--- config.mk ---
export PLATFORM = sky130hd
export DESIGN_NAME = row_hit_buffer
export DESIGN_NICKNAME = d
export VERILOG_FILES = /design/src/rtl/rhb_pkg.sv /design/src/rtl/rhb_shift_chain.sv /design/src/rtl/rhb_ctrl.sv /design/src/rtl/row_hit_buffer.sv
export SDC_FILE = /design/constraint.sdc
export NUM_CORES = 1
export LEC_CHECK = 0
export BUFFER_PORTS_ARGS = -buffer_cell sky130_fd_sc_hd__buf_2
export CAP_MARGIN = 10
export CELL_PAD_IN_SITES_DETAIL_PLACEMENT = 1
export CELL_PAD_IN_SITES_GLOBAL_PLACEMENT = 1
export CORE_MARGIN = 4
export CORE_UTILIZATION = 38
export DETAILED_ROUTE_END_ITERATION = 10
export GPL_TIMING_DRIVEN = 0
export PLACE_DENSITY_LB_ADDON = 0.1
export SLEW_MARGIN = 20
export SYNTH_ARGS = -nofsm -noshare
export SYNTH_HDL_FRONTEND = slang
export SYNTH_SLANG_ARGS = --single-unit
--- constraint.sdc ---
create_clock -name clk -period 1.7 [get_ports clk]
set_clock_uncertainty 0.05 [all_clocks]
set_input_delay 0.085 -clock clk [delete_from_list [all_inputs] [get_ports clk]]
set_output_delay 0.085 -clock clk [all_outputs]
set_load 0.02 [all_outputs]
--- src/rtl/rhb_pkg.sv ---
package rhb_pkg;

    typedef enum logic [1:0] {
        ST_GATHER = 2'd0,
        ST_BRIM   = 2'd1,
        ST_SEALED = 2'd2
    } rhb_state_e;

endpackage

--- src/rtl/rhb_shift_chain.sv ---
module rhb_shift_chain #(
    parameter int DEPTH  = 18,
    parameter int WORD_W = 12
) (
    input  logic                      clk,
    input  logic                      rst_n,
    input  logic                      shift_en,
    input  logic [WORD_W-1:0]         din,
    output logic [DEPTH*WORD_W-1:0]   flat
);

    logic [WORD_W-1:0] stage [DEPTH];

    // Head stage loads the bus word
    always_ff @(posedge clk or negedge rst_n) begin
        if (!rst_n) begin
            stage[0] <= '0;
        end else if (shift_en) begin
            stage[0] <= din;
        end
    end

    // Remaining stages take their upstream neighbour
    for (genvar g = 1; g < DEPTH; g++) begin : g_link
        always_ff @(posedge clk or negedge rst_n) begin
            if (!rst_n) begin
                stage[g] <= '0;
            end else if (shift_en) begin
                stage[g] <= stage[g-1];
            end
        end

        assert_chain_move_R2: assert property (@(posedge clk) disable iff (!rst_n)
            shift_en |=> stage[g] == $past(stage[g-1]));
    end

    for (genvar g = 0; g < DEPTH; g++) begin : g_flat
        assign flat[g*WORD_W +: WORD_W] = stage[g];
    end

    assert_head_load_R2: assert property (@(posedge clk) disable iff (!rst_n)
        shift_en |=> stage[0] == $past(din));

    assert_hold_idle_R3: assert property (@(posedge clk) disable iff (!rst_n)
        !shift_en |=> $stable(flat));

endmodule

--- src/rtl/rhb_ctrl.sv ---
module rhb_ctrl
    import rhb_pkg::*;
#(
    parameter int DEPTH = 18,
    parameter int CNT_W = 5
) (
    input  logic             clk,
    input  logic             rst_n,
    input  logic             clr,
    input  logic             bus_valid,
    input  logic             tok_back,
    output logic             shift_en,
    output logic [CNT_W-1:0] hit_cnt,
    output logic             done,
    output logic             ovf
);

    localparam logic [CNT_W-1:0] CNT_MAX = CNT_W'(DEPTH);

    rhb_state_e state_q, state_d;
    logic       accept;

    // Hit acceptance: clear first, then sealing, then token return
    always_comb begin
        accept = bus_valid && !clr && !tok_back && (state_q != ST_SEALED);
    end

    // Next-state logic
    always_comb begin
        state_d = state_q;
        if (clr) begin
            state_d = ST_GATHER;
        end else begin
            unique case (state_q)
                ST_GATHER: begin
                    if (tok_back) begin
                        state_d = ST_SEALED;
                    end else if (bus_valid && (hit_cnt == CNT_MAX - 1'b1)) begin
                        state_d = ST_BRIM;
                    end
                end
                ST_BRIM: begin
                    if (tok_back) begin
                        state_d = ST_SEALED;
                    end
                end
                ST_SEALED: begin
                    state_d = ST_SEALED;
                end
                default: begin
                    state_d = ST_GATHER;
                end
            endcase
        end
    end

    // State register
    always_ff @(posedge clk or negedge rst_n) begin
        if (!rst_n) begin
            state_q <= ST_GATHER;
        end else begin
            state_q <= state_d;
        end
    end

    // Counter and overflow flag
    always_ff @(posedge clk or negedge rst_n) begin
        if (!rst_n) begin
            hit_cnt <= '0;
            ovf     <= 1'b0;
        end else if (clr) begin
            hit_cnt <= '0;
            ovf     <= 1'b0;
        end else if (accept) begin
            if (state_q == ST_BRIM) begin
                ovf <= 1'b1;
            end else begin
                hit_cnt <= hit_cnt + 1'b1;
            end
        end
    end

    // Outputs
    always_comb begin
        shift_en = accept;
        done     = (state_q == ST_SEALED);
    end

    assert_cnt_bound_R4: assert property (@(posedge clk) disable iff (!rst_n)
        hit_cnt <= CNT_MAX);

    assert_cnt_step_R4: assert property (@(posedge clk) disable iff (!rst_n)
        (bus_valid && !clr && !tok_back && !done && hit_cnt < CNT_MAX)
            |=> hit_cnt == $past(hit_cnt) + 1'b1);

    assert_ovf_full_R5: assert property (@(posedge clk) disable iff (!rst_n)
        ovf |-> hit_cnt == CNT_MAX);

    assert_tok_done_R6: assert property (@(posedge clk) disable iff (!rst_n)
        (tok_back && !clr) |=> done);

    assert_sealed_freeze_R7: assert property (@(posedge clk) disable iff (!rst_n)
        (done && !clr) |=> (done && $stable(hit_cnt) && $stable(ovf)));

    assert_clr_resets_R8: assert property (@(posedge clk) disable iff (!rst_n)
        clr |=> (hit_cnt == '0 && !done && !ovf));

endmodule

--- src/rtl/row_hit_buffer.sv ---
module row_hit_buffer #(
    parameter int DEPTH  = 18,
    parameter int ADDR_W = 9,
    parameter int CODE_W = 3,
    localparam int WORD_W = ADDR_W + CODE_W,
    localparam int CNT_W  = $clog2(DEPTH + 1)
) (
    input  logic                    clk,
    input  logic                    rst_n,
    input  logic                    clr,
    input  logic                    bus_valid,
    input  logic [ADDR_W-1:0]       bus_addr,
    input  logic [CODE_W-1:0]       bus_code,
    input  logic                    tok_back,
    output logic [DEPTH*WORD_W-1:0] buf_flat,
    output logic [CNT_W-1:0]        hit_cnt,
    output logic                    done,
    output logic                    ovf
);

    logic              shift_en;
    logic [WORD_W-1:0] bus_word;

    // Address in the upper bits, code in the lower bits
    assign bus_word = {bus_addr, bus_code};

    rhb_ctrl #(
        .DEPTH (DEPTH),
        .CNT_W (CNT_W)
    ) u_ctrl (
        .clk       (clk),
        .rst_n     (rst_n),
        .clr       (clr),
        .bus_valid (bus_valid),
        .tok_back  (tok_back),
        .shift_en  (shift_en),
        .hit_cnt   (hit_cnt),
        .done      (done),
        .ovf       (ovf)
    );

    rhb_shift_chain #(
        .DEPTH  (DEPTH),
        .WORD_W (WORD_W)
    ) u_chain (
        .clk      (clk),
        .rst_n    (rst_n),
        .shift_en (shift_en),
        .din      (bus_word),
        .flat     (buf_flat)
    );

    assert_hit_lands_R9: assert property (@(posedge clk) disable iff (!rst_n)
        shift_en |=> buf_flat[WORD_W-1 -: ADDR_W] == $past(bus_addr)
                  && buf_flat[CODE_W-1:0] == $past(bus_code));

endmodule

==> results.md <==
- Fin area: 12900 µm²
- Die area: between 20000 and 30000 µm²
- Hold violation total from the final report: 0
- Cell internal pwr: between 10000 and 15000 µW
- CTS tree: done
- Post-synthesis sequential area ratio: 65.4%
- Slowest CP cell: dfrtp_1
- RSZ-0062 raised after global routing: yes
- Number of iterations in the first detailed-routing pass: 4
- Share of cells above drive strength 1: around two thirds
- Fin worst setup slack: -0.286 ns
- Largest fanout on the critical path: 8
- Synth cell types: 25
- Outcome: complete, but fails checks
- Initial Util: between 30% and 40%
- CP required: 2.05 ns
- Nets@finish: 852
- Routed Antenna Nets: 0
- Synth Cell Area: roughly 8600 µm²
- Crit path cell chain: ha_4 > nor4b_4 > buf_6 > clkbuf_16 > clkbuf_16 > mux2_4
- Synthesized Nets: approximately 530
- Max-Cap Viols: 0
- Placer congestion estimate: approximately 0.77
- Post-DP HPWL: about 17 mm
- Post-Synthesis Cells: 505
- Buffers on Ports: 239
- Placed cells: 1026
- Max Clock Freq: ~0.50 GHz
- Slew Limit Fails: 0
- Pre-CTS WS: -0.479 ns
- Total Routing Usage GR: a little under a fifth
- Chip Height: 158 µm
- Final setup viols: approximately 220
- Worst IR Drop VDD: between 1000 and 1500 µV
- Vias per std cell: between 4 and 5
- Pwr Density: roughly 1300 nW/µm²
- R2R Path Start: u_ctrl.state_q[1]
- P_leak: just under 0.007 µW
- Syn Area/Cell: between 15 and 20 µm²
- Slew HR: 61.3%
- Clock latency at the later pin of the worst-skew pair: ~0.52 ns
- CP Launch Type: register
- Hold Path Class: in2async
- Area growth syn-to-layout: 50.0%
- Slew @ Worst Pin: around 0.58 ns
- Clock power share: 31.2%
- FF+latch count, synth: about 220
- Fin cells: around 1.1k
- Area leader, netlist: dfrtp_1
- Vias post-DR: ~5.5k
- Post-synth top flop: dfrtp_1
- Total length of routed wires: ~27 mm
- # IOs: 240
- H-tree depth: 1
- Antenna Cells: 0
- Chip Width: roughly 160 µm
- Logic pwr share: between 20% and 30%
- Vias in the first global route: 6204
- Synth top area share: about two thirds
- Reg2Reg Setup Slack: -0.29 ns
- GRT overflow: 0
- Failing checks: setup timing
- Psw: between 5000 and 6000 µW
- Delay-heaviest family, CP: buffers and inverters
- CP Class: reg2reg
- Seq pwr share: a little over two fifths
- Synth Warn #: 0
- First-pass GRT wire length: ~37 mm
- Synth top area cells: dfrtp_1, mux2_2, mux2_1
- Clock Path Buffers: 3
- Routed wire per std cell: around 24 µm
- Drt drc: 0
- Min Tclk post-route: around 2.0 ns
- Total CTS buffers: 26
- Post-synth EDFFs: 0
- Num rows: 54
- Core area: 22000 µm²
- # fillers: 2090
- Worst-path clk slew: 0.06 ns
- Root Driver: clkbuf_16
- TNS Setup: -45.91 ns
- Ys async rst share: 100%
- Final period utilization: 117%
- Placed inst area: approximately 10000 µm²
- CP Launch Point: u_ctrl.state_q[1]
- Maximum number of pins on one net before global-route repair: 86
- Critical path data arrival time: 2.33 ns
- Switch share: 31.7%
- CP dominant cell by count: clkbuf_16
- Critical path capture point type: register
- Worst path max stage delay: a little over 0.4 ns
- Antenna violations before repair: 0
- Iter 0 DRT Violations: 156
- Clock tree sinks: between 200 and 250
- Worst path bufs/invs: 3
==> cell usage after synthesis, types with 2 or more instances <==
library cell	count
a21oi_1	3
buf_2	7
buf_6	15
dfrtp_1	224
ha_1	6
inv_1	3
mux2_1	106
mux2_2	114
nand4_1	2
nor2_1	8
nor2b_1	2
nor3_1	2
==> stage by stage <==
stage	total power [µW]	utilization [%]	hold WS, ns
final	17300	58.4	0.0779
after global routing	18200	58.4	0.125
after CTS	17000	54.8	0.0999
after detailed placement	11100	46.6	0.0371
after global placement	10900	46.3	0.252
after floorplan	9330	-	-0.261
==> repair_timing <==
action	CTS	global route
resized for setup	126	125
pin swaps	2	4
endpoints found under the setup margin	222	222
cloned	6	12
endpoints found under the hold margin	143	0
buffers inserted	17	7
hold buffers	17	0
==> routing by layer <==
layer  global-route usage [%]  share of wire [%]  vias to the layer above
li1                         -                  -                     2443
met1                     24.0                 41                     2901
met2                     32.9                 50                      169
met3                     5.80                6.6                       30
met4                     4.06                2.0                        0
met5                        0                  0                        -
==> logic make-up (layout without fill, tap and decap cells) <==
| group | Yosys count | after routing | synth area share (%) |
|---|---|---|---|
| mux | 220 | 220 | 28.9 |
| flops | 224 | 224 | 65.4 |
| fa+ha+maj | 6 | 6 | 0.875 |
| buf+inv | 28 | 370 | 2.82 |
| simple gates | 20 | 20 | 1.53 |
| xor+xnor | 1 | 1 | 0.102 |
| compound gates | 6 | 6 | 0.438 |
==> placed cells by master (no fill, tap or decap), types with 2 or more instances in the layout <==
master / Yosys / routed
a21oi_1: 3 / 2
buf_12: 0 / 21
buf_16: 0 / 8
buf_2: 7 / 238
buf_4: 1 / 11
buf_6: 15 / 6
buf_8: 1 / 6
clkbuf_1: 1 / 8
clkbuf_16: 0 / 39
clkbuf_8: 0 / 9
dfrtp_1: 224 / 224
dlygate4sd3_1: 0 / 17
ha_1: 6 / 4
ha_4: 0 / 2
mux2_2: 114 / 35
mux2_4: 0 / 184
nand4_1: 2 / 2
nor2_1: 8 / 6
nor2b_1: 2 / 2
nor3_1: 2 / 2
nor4b_4: 1 / 3
==> registers in the layout, summed over array words and instances (netlist names) <==
signal / count
u_ctrl.ovf: 1
u_ctrl.state_q: 2
u_ctrl.hit_cnt: 5
u_chain.flat: 216
==> cell type report <==
cell class,instances,area [µm²],area share [%]
Buffer,24,430,3.35
Multi-Input combinational cell,253,3500,27.2
Tap cell,280,350,2.72
Inverter,3,13.8,0.107
Timing Repair Buffer,297,2120,16.5
Clock buffer,43,826,6.42
Clock inverter,3,21.3,0.165
Sequential cell,224,5610,43.6
==> final timing paths <==
check	to	cells past startpoint
worst max register to register	u_chain.flat[205]	6
worst min register to register	u_chain.flat[211]	1
worst max-delay path	u_chain.flat[205]	6
max in group asynchronous	u_chain.flat[3]	3
worst min-delay path	u_chain.flat[184]	2
min in group clk	u_chain.flat[7]	3
==> power by group through the flow <==
stage          Sequential, µW  Combinational, µW  Clock [µW]
6_report                 7220               4710        5400
5_1_grt                  7390               5000        5770
4_1_cts                  7160               4330        5530
3_5_place_dp             7200               3890           0
3_3_place_gp             7110               3820           0
2_1_floorplan            8250               1080           0
Note: power is estimated with default switching activity, not from simulation.
